<file path="config.mk">
export PLATFORM = sky130hd
export DESIGN_NAME = rtc_calendar
export DESIGN_NICKNAME = d
export VERILOG_FILES = /design/src/rtl/rtc_cal_pkg.sv /design/src/rtl/rtc_sec_prescaler.sv /design/src/rtl/rtc_bcd_year.sv /design/src/rtl/rtc_cal_fields.sv /design/src/rtl/rtc_calendar.sv
export SDC_FILE = /design/constraint.sdc
export NUM_CORES = 1
export LEC_CHECK = 0
export ABC_CLOCK_PERIOD_IN_PS = 9180
export BUFFER_PORTS_ARGS = -buffer_cell sky130_fd_sc_hd__buf_2
export CAP_MARGIN = 20
export CORE_UTILIZATION = 40
export DETAILED_ROUTE_END_ITERATION = 12
export HOLD_SLACK_MARGIN = 0.05
export PLACE_DENSITY = 0.6
export SLEW_MARGIN = 20
export SYNTH_ARGS = -nofsm -noshare
export SYNTH_HDL_FRONTEND = slang
export SYNTH_HIERARCHICAL = 1
export SYNTH_SLANG_ARGS = --single-unit
export TNS_END_PERCENT = 1
</file>
<file path="constraint.sdc">
create_clock -name clk_i -period 9.18 [get_ports clk_i]
set_clock_uncertainty 0.05 [all_clocks]
set_input_delay 0.918 -clock clk_i [delete_from_list [all_inputs] [get_ports clk_i]]
set_output_delay 0.918 -clock clk_i [all_outputs]
set_load 0.02 [all_outputs]
</file>
<file path="src/rtl/rtc_cal_pkg.sv">
package rtc_cal_pkg;

  localparam int ADDR_W   = 6;
  localparam int WORD_W   = 32;
  localparam int YEAR_W   = 16;
  localparam int RUN_BIT  = 26;

  localparam logic [ADDR_W-1:0] OFF_NOW_TIME   = 6'h00;
  localparam logic [ADDR_W-1:0] OFF_ALM_TIME   = 6'h04;
  localparam logic [ADDR_W-1:0] OFF_SET_TIME   = 6'h08;
  localparam logic [ADDR_W-1:0] OFF_CONTROL    = 6'h0C;
  localparam logic [ADDR_W-1:0] OFF_NOW_YEAR   = 6'h30;
  localparam logic [ADDR_W-1:0] OFF_ALM_YEAR   = 6'h34;
  localparam logic [ADDR_W-1:0] OFF_SET_YEAR   = 6'h38;

  // Packed calendar word, msb first (sec occupies bits 5:0)
  typedef struct packed {
    logic [2:0] pad;
    logic [3:0] mon;
    logic [4:0] mday;
    logic [2:0] wday;
    logic [4:0] hour;
    logic [5:0] min;
    logic [5:0] sec;
  } cal_word_t;

  localparam logic [WORD_W-1:0] FIELD_MASK = 32'h1FFF_FFFF;
  localparam logic [YEAR_W-1:0] YEAR_AT_RESET = 16'h2000;

  localparam cal_word_t WORD_AT_RESET = '{pad: 3'd0, mon: 4'd1, mday: 5'd1,
                                          wday: 3'd7, hour: 5'd0, min: 6'd0,
                                          sec: 6'd0};

  // BCD pair divisible by four: even tens with units 0/4/8, odd tens with 2/6
  function automatic logic bcd_pair_div4(input logic [7:0] pair);
    logic [3:0] u;
    u = pair[3:0];
    if (!pair[4]) return (u == 4'd0) || (u == 4'd4) || (u == 4'd8);
    return (u == 4'd2) || (u == 4'd6);
  endfunction

  function automatic logic bcd_leap(input logic [YEAR_W-1:0] y);
    if (y[7:0] == 8'h00) return bcd_pair_div4(y[15:8]);
    return bcd_pair_div4(y[7:0]);
  endfunction

  function automatic logic [4:0] month_days(input logic [3:0] mon, input logic leap);
    case (mon)
      4'd2:                     return leap ? 5'd29 : 5'd28;
      4'd4, 4'd6, 4'd9, 4'd11:  return 5'd30;
      default:                  return 5'd31;
    endcase
  endfunction

endpackage

</file>
<file path="src/rtl/rtc_sec_prescaler.sv">
module rtc_sec_prescaler #(
  parameter int TICKS_PER_SEC = 32768
) (
  input  logic clk_i,
  input  logic rst_ni,
  input  logic clear_i,
  input  logic run_i,
  input  logic tick_i,
  output logic sec_o
);
  localparam int CW = (TICKS_PER_SEC > 1) ? $clog2(TICKS_PER_SEC) : 1;
  localparam logic [CW-1:0] LAST = CW'(TICKS_PER_SEC - 1);

  logic [CW-1:0] phase_q;

  assign sec_o = run_i && tick_i && (phase_q == LAST) && !clear_i;

  always_ff @(posedge clk_i) begin
    if (!rst_ni || clear_i) begin
      phase_q <= '0;
    end else if (run_i && tick_i) begin
      phase_q <= (phase_q == LAST) ? '0 : phase_q + CW'(1);
    end
  end
endmodule

</file>
<file path="src/rtl/rtc_bcd_year.sv">
module rtc_bcd_year #(
  parameter int DIGITS = 4
) (
  input  logic                 clk_i,
  input  logic                 rst_ni,
  input  logic                 load_i,
  input  logic [4*DIGITS-1:0]  load_val_i,
  input  logic                 step_i,
  output logic [4*DIGITS-1:0]  year_o
);
  logic [4*DIGITS-1:0] year_q, year_inc;
  logic [DIGITS:0]     carry;

  assign carry[0] = 1'b1;

  for (genvar g = 0; g < DIGITS; g++) begin : g_digit
    logic [3:0] d;
    assign d = year_q[4*g +: 4];
    assign carry[g+1] = carry[g] && (d >= 4'd9);
    assign year_inc[4*g +: 4] = !carry[g] ? d : ((d >= 4'd9) ? 4'd0 : d + 4'd1);
  end

  always_ff @(posedge clk_i) begin
    if (!rst_ni)      year_q <= (4*DIGITS)'(rtc_cal_pkg::YEAR_AT_RESET);
    else if (load_i)  year_q <= load_val_i;
    else if (step_i)  year_q <= year_inc;
  end

  assign year_o = year_q;
endmodule

</file>
<file path="src/rtl/rtc_cal_fields.sv">
module rtc_cal_fields
  import rtc_cal_pkg::*;
(
  input  logic              clk_i,
  input  logic              rst_ni,
  input  logic              load_i,
  input  logic [WORD_W-1:0] load_word_i,
  input  logic              step_i,
  input  logic              leap_i,
  output logic [WORD_W-1:0] word_o,
  output logic              year_step_o
);
  cal_word_t cur_q, nxt;
  logic      wrap_year;
  logic [4:0] last_day;

  assign last_day = month_days(cur_q.mon, leap_i);

  always_comb begin
    nxt       = cur_q;
    wrap_year = 1'b0;
    if (cur_q.sec < 6'd59) begin
      nxt.sec = cur_q.sec + 6'd1;
    end else begin
      nxt.sec = '0;
      if (cur_q.min < 6'd59) begin
        nxt.min = cur_q.min + 6'd1;
      end else begin
        nxt.min = '0;
        if (cur_q.hour < 5'd23) begin
          nxt.hour = cur_q.hour + 5'd1;
        end else begin
          nxt.hour = '0;
          nxt.wday = (cur_q.wday >= 3'd7) ? 3'd1 : cur_q.wday + 3'd1;
          if (cur_q.mday < last_day) begin
            nxt.mday = cur_q.mday + 5'd1;
          end else begin
            nxt.mday = 5'd1;
            if (cur_q.mon < 4'd12) begin
              nxt.mon = cur_q.mon + 4'd1;
            end else begin
              nxt.mon   = 4'd1;
              wrap_year = 1'b1;
            end
          end
        end
      end
    end
  end

  always_ff @(posedge clk_i) begin
    if (!rst_ni)      cur_q <= WORD_AT_RESET;
    else if (load_i)  cur_q <= cal_word_t'(load_word_i & FIELD_MASK);
    else if (step_i)  cur_q <= nxt;
  end

  assign word_o      = cur_q;
  assign year_step_o = step_i && !load_i && wrap_year;
endmodule

</file>
<file path="src/rtl/rtc_calendar.sv">
module rtc_calendar
  import rtc_cal_pkg::*;
#(
  parameter int TICKS_PER_SEC = 32768
) (
  input  logic              clk_i,
  input  logic              rst_ni,
  input  logic              tick_i,
  input  logic              reg_we_i,
  input  logic [ADDR_W-1:0] reg_addr_i,
  input  logic [WORD_W-1:0] reg_wdata_i,
  output logic [WORD_W-1:0] reg_rdata_o,
  output logic              alarm_o
);
  logic              run_q;
  logic [WORD_W-1:0] match_time_q;
  logic [YEAR_W-1:0] match_year_q, year_pend_q;
  logic [WORD_W-1:0] time_word;
  logic [YEAR_W-1:0] year_val;
  logic              sec_pulse, year_step, time_load, alarm_q;

  assign time_load = reg_we_i && (reg_addr_i == OFF_SET_TIME);

  always_ff @(posedge clk_i) begin
    if (!rst_ni) begin
      run_q        <= 1'b0;
      match_time_q <= '0;
      match_year_q <= '0;
      year_pend_q  <= YEAR_AT_RESET;
    end else if (reg_we_i) begin
      case (reg_addr_i)
        OFF_CONTROL:  run_q        <= reg_wdata_i[RUN_BIT];
        OFF_ALM_TIME: match_time_q <= reg_wdata_i & FIELD_MASK;
        OFF_ALM_YEAR: match_year_q <= reg_wdata_i[YEAR_W-1:0];
        OFF_SET_YEAR: year_pend_q  <= reg_wdata_i[YEAR_W-1:0];
        default: ;
      endcase
    end
  end

  rtc_sec_prescaler #(.TICKS_PER_SEC(TICKS_PER_SEC)) u_presc (
    .clk_i(clk_i), .rst_ni(rst_ni), .clear_i(time_load),
    .run_i(run_q), .tick_i(tick_i), .sec_o(sec_pulse)
  );

  rtc_cal_fields u_fields (
    .clk_i(clk_i), .rst_ni(rst_ni), .load_i(time_load),
    .load_word_i(reg_wdata_i), .step_i(sec_pulse),
    .leap_i(bcd_leap(year_val)), .word_o(time_word),
    .year_step_o(year_step)
  );

  rtc_bcd_year #(.DIGITS(YEAR_W/4)) u_year (
    .clk_i(clk_i), .rst_ni(rst_ni), .load_i(time_load),
    .load_val_i(year_pend_q), .step_i(year_step), .year_o(year_val)
  );

  always_ff @(posedge clk_i) begin
    if (!rst_ni) alarm_q <= 1'b0;
    else         alarm_q <= (time_word == match_time_q) && (year_val == match_year_q);
  end
  assign alarm_o = alarm_q;

  always_comb begin
    case (reg_addr_i)
      OFF_NOW_TIME, OFF_SET_TIME: reg_rdata_o = time_word;
      OFF_ALM_TIME: reg_rdata_o = match_time_q;
      OFF_CONTROL:  reg_rdata_o = WORD_W'(run_q) << RUN_BIT;
      OFF_NOW_YEAR: reg_rdata_o = WORD_W'(year_val);
      OFF_ALM_YEAR: reg_rdata_o = WORD_W'(match_year_q);
      OFF_SET_YEAR: reg_rdata_o = WORD_W'(year_pend_q);
      default:      reg_rdata_o = '0;
    endcase
  end
endmodule

</file>
==> impl_metrics.csv <==
group,metric,value,unit
synth,netlist_area,7520,sq um
global_routing,globalRouteOverflowTotal,0,
clocking,cts-hold-fix-buffers,0,
setup_path,crit_required,9430,ps
setup_path,worst_setup_path_end_kind,"flip-flop",
pwr,power.clock.fraction,56.6,%
setup_path,worstPathArrival,4940,ps
pwr,power.sequential.fraction,39.4,%
synth,postSynthCellCount,897,
sta,setup_violations,0,
sta,finalWorstSetupSlack,4490,ps
clocking,reg_clk_slew_reported_paths,60,ps
drt,detail_route.drc_violations,4,
drt,totalWireLength,21400,um
synth,synthFlopType,"sky130_fd_sc_hd__dfxtp_1",
synth,synth_seq_cells,123,
clocking,htree_levels,4,
status,violations,"DRC",
clocking,tritoncts.num_buffers,17,
sta,unrepaired_setup_endpoints_after_global_routing,"false",
setup_path,cp-start-kind,"input port",
sta,setup_total_negative_slack,0,ps
setup_path,cp_slowest_cell,"sky130_fd_sc_hd__nor3_2",
finish,flow.area_growth_from_synthesis,14.8,%
placed_design,dpl.hpwl,14500,um
clocking,cts.repair_timing.setup_buffer_count,0,
min_path,hold_path_class,"flip-flop to flip-flop",
global_routing,maximum_number_of_pins_on_one_net_before_global_route_repair,71,
status,status,"complete, but fails checks",
global_routing,initial_antenna_violation_count,0,
drt,dr.first_iter.drc_count,491,
setup_path,critical_path_buffer_and_inverter_count,3,
sta,worst-slew-pin-transition,857,ps
floorplanning,design.portCount,75,
placed_design,preCtsSetupSlack,4100,ps
sta,period_needed,4690,ps
finish,fraction_of_final_layout_cells_sized_beyond_drive_strength_1,15.0,%
sta,worst_hold_slack,429,ps
placed_design,routabilityCongestion,0.797,
pwr,max-vdd-ir-drop,135,uV
pwr,power_density,158,nW/um^2
setup_path,critical_path.max_fanout,70,
sta,max_slew_margin,42.7,%
setup_path,worst_path_dominant_cell_family,"simple AND/OR/NAND/NOR gates",
clocking,cts_resized,0,
clocking,clock_tree_from_tritoncts,"done",
drt,route.detailed.wl_per_inst,18.1,um
placed_design,port-buffer-count,68,
pwr,switchingPower,0.301,mW
clocking,root_buffer_cell,"sky130_fd_sc_hd__clkbuf_16",
synth,postSynthAreaPerCell,8.38,sq um
drt,final_antenna_net_count,0,
setup_path,worstPathCellList,"buf_2, nand2_1, nor3_2, buf_4, nor3_1, buf_4, o211ai_4, nor3_4, nand2_2, or3_1, nor3_2, a31o_1, nand3_1, mux2i_1",
global_routing,grt_pass1_wl,34500,um
drt,vias_per_cell,5.72,
clocking,clock_insertion_delay_worst_skew,430,ps
sta,fin_crit_sh,51.1,%
pwr,internal_power,1.06,mW
finish,finish.cell_count_without_fillers,1182,
clocking,clock_sink_count,123,
pwr,p_sw_share,22.1,%
synth,seq_area_frac_synth,32.8,%
pwr,p_comb_share,3.9,%
synth,post_synth_edffs,0,
setup_path,critical_path.max_stage_delay,540,ps
pwr,static-leakage-power,3.37,nW
floorplanning,initial_core_util,41.3,%
finish,antenna_cells,0,
clocking,clockBufferDepth,2,
floorplanning,dieWidth,139,um
global_routing,via_count_of_the_first_global_routing_pass,6263,
drt,num_vias,6762,
placed_design,numPlacedInstances,1150,
sta,final_hold_viol_count,0,
floorplanning,core-area,18200,sq um
synth,yosys.cell_types.count,86,
global_routing,grt.total_usage,22.7,%
synth,synthesis.yosys.warnings,6,
flow_run,drv_cap,0,
drt,drt_first_pass_iters,9,
synth,synth-async-reset-ratio,0,%
floorplanning,row_count,49,
floorplanning,die-area,19300,sq um
finish,finish.net_count,1006,
setup_path,worst-setup-path-type,"input port to flip-flop",
floorplanning,floorplan.die.height,139,um
sta,final_max_slew_viol_count,0,
sta,max_freq,0.213,GHz
cells in the mapped netlist (5+ instances only):
| cell | count | area (sq um) |
|---|---|---|
| sky130_fd_sc_hd__nand4_1 | 10 | 62.6 |
| sky130_fd_sc_hd__dfxtp_1 | 123 | 2460 |
| sky130_fd_sc_hd__nor2_1 | 50 | 188 |
| sky130_fd_sc_hd__o211ai_1 | 22 | 165 |
| sky130_fd_sc_hd__buf_4 | 5 | 37.5 |
| sky130_fd_sc_hd__nor3_1 | 19 | 95.1 |
| sky130_fd_sc_hd__xor2_1 | 46 | 403 |
| sky130_fd_sc_hd__buf_2 | 16 | 80.1 |
| sky130_fd_sc_hd__a21boi_0 | 44 | 330 |
| sky130_fd_sc_hd__nor2b_1 | 19 | 119 |
| sky130_fd_sc_hd__a31oi_1 | 8 | 50.1 |
| sky130_fd_sc_hd__o21ai_0 | 20 | 100 |
| sky130_fd_sc_hd__nand2_1 | 132 | 495 |
| sky130_fd_sc_hd__a22oi_1 | 22 | 165 |
| sky130_fd_sc_hd__ha_1 | 24 | 300 |
| sky130_fd_sc_hd__inv_1 | 25 | 93.8 |
| sky130_fd_sc_hd__a21oi_1 | 32 | 160 |
| sky130_fd_sc_hd__xnor2_1 | 12 | 105 |
| sky130_fd_sc_hd__nor4_1 | 21 | 131 |
| sky130_fd_sc_hd__a22o_1 | 14 | 123 |
| sky130_fd_sc_hd__mux2i_1 | 41 | 410 |
| sky130_fd_sc_hd__clkbuf_1 | 29 | 109 |
| sky130_fd_sc_hd__a211oi_1 | 10 | 75.1 |
| sky130_fd_sc_hd__a221oi_1 | 8 | 70.1 |
| sky130_fd_sc_hd__nand3_1 | 34 | 170 |
| sky130_fd_sc_hd__a311oi_1 | 5 | 43.8 |
| sky130_fd_sc_hd__nand2b_1 | 6 | 37.5 |
area by class of cell:
type / count / area (sq um)
clock buffer: 17 / 425
clock inverter: 15 / 248
fill: 1797 / 9580
inverter: 26 / 97.6
multi-input combinational: 695 / 4700
sequential: 123 / 2460
tap: 229 / 287
timing repair buffer: 77 / 408
through the flow:
stage          utilization (%)  area, sq um  power, mW
2_1_floorplan                -         7520      0.579
3_3_place_gp              43.7         7960      0.603
3_5_place_dp              43.7         7960      0.603
4_1_cts                   47.4         8630       1.37
5_1_grt                   47.4         8630       1.40
6_report                  47.4         8630       1.36
path summary, 6_finish.rpt:
path	from	endpoint	slack (ps)	cells after the start
hold / removal	match_year_q[15]$_SDFFE_PN0P_	match_year_q[15]$_SDFFE_PN0P_	430	2
hold reg to reg	match_year_q[15]$_SDFFE_PN0P_	match_year_q[15]$_SDFFE_PN0P_	430	2
setup reg to reg	u_presc/phase_q[2]$_SDFFE_PP0N_	u_year/year_o[15]$_SDFFE_PN0P_	4850	12
setup / recovery	reg_addr_i[3]	u_year/year_o[15]$_SDFFE_PN0P_	4490	14
cell families after synthesis:
group,Yosys count,synth area share (%)
compound gates,240,24.4
xor+xnor,58,6.76
fa+ha+maj,25,4.13
buf+inv,81,4.86
flops,123,32.8
mux,42,5.61
other cells,1,0.0499
simple gates,327,21.5
tightest hold or removal path, stage by stage, from the launching register on:
cell and delay, ps:
sky130_fd_sc_hd__dfxtp_1 330, sky130_fd_sc_hd__nand2_1 60, sky130_fd_sc_hd__a21boi_1 50
cells in the final DEF (no fill, tap or decap), drive strengths merged, types with 4 or more instances in the layout:
cell / count
a22o: 14
nand3: 36
nand2b: 6
nor2b: 19
clkbuf: 17
xor2: 46
nor3: 22
nor3b: 4
nor2: 51
ha: 24
xnor2: 12
a311oi: 5
a211oi: 10
o2111ai: 5
a21oi: 32
nand2: 133
nor4: 22
or3: 4
o21ai: 24
o211a: 4
a31oi: 9
a22oi: 22
nand4: 10
bufinv: 6
o211ai: 23
buf: 77
inv: 26
and2: 4
a31o: 4
a21o: 4
and3: 5
a221oi: 8
dfxtp: 123
mux2i: 41
a21boi: 47
clkinv: 6
metal layers:
metal / wire [um] / track usage [%]
met1: 10300 / 31.8
met2: 9750 / 35.6
met3: 1180 / 4.42
met4: 163 / 5.26
met5: 0 / 0
registers in the layout, indices dropped and copies added (netlist names):
register	count
match_time_q	29
u_fields/word_o	29
match_year_q	16
u_year/year_o	16
year_pend_q	16
u_presc/phase_q	15
alarm_o	1
run_q	1
power groups by stage:
stage	clock network [mW]	registers (mW)	logic, mW
global placement	0	0.550	0.0538
detailed placement	0	0.550	0.0536
CTS	0.782	0.538	0.0538
global route	0.807	0.538	0.0583
floorplan	0	0.549	0.0303
finish	0.772	0.538	0.0538
Power figures use the tool's default switching activity.
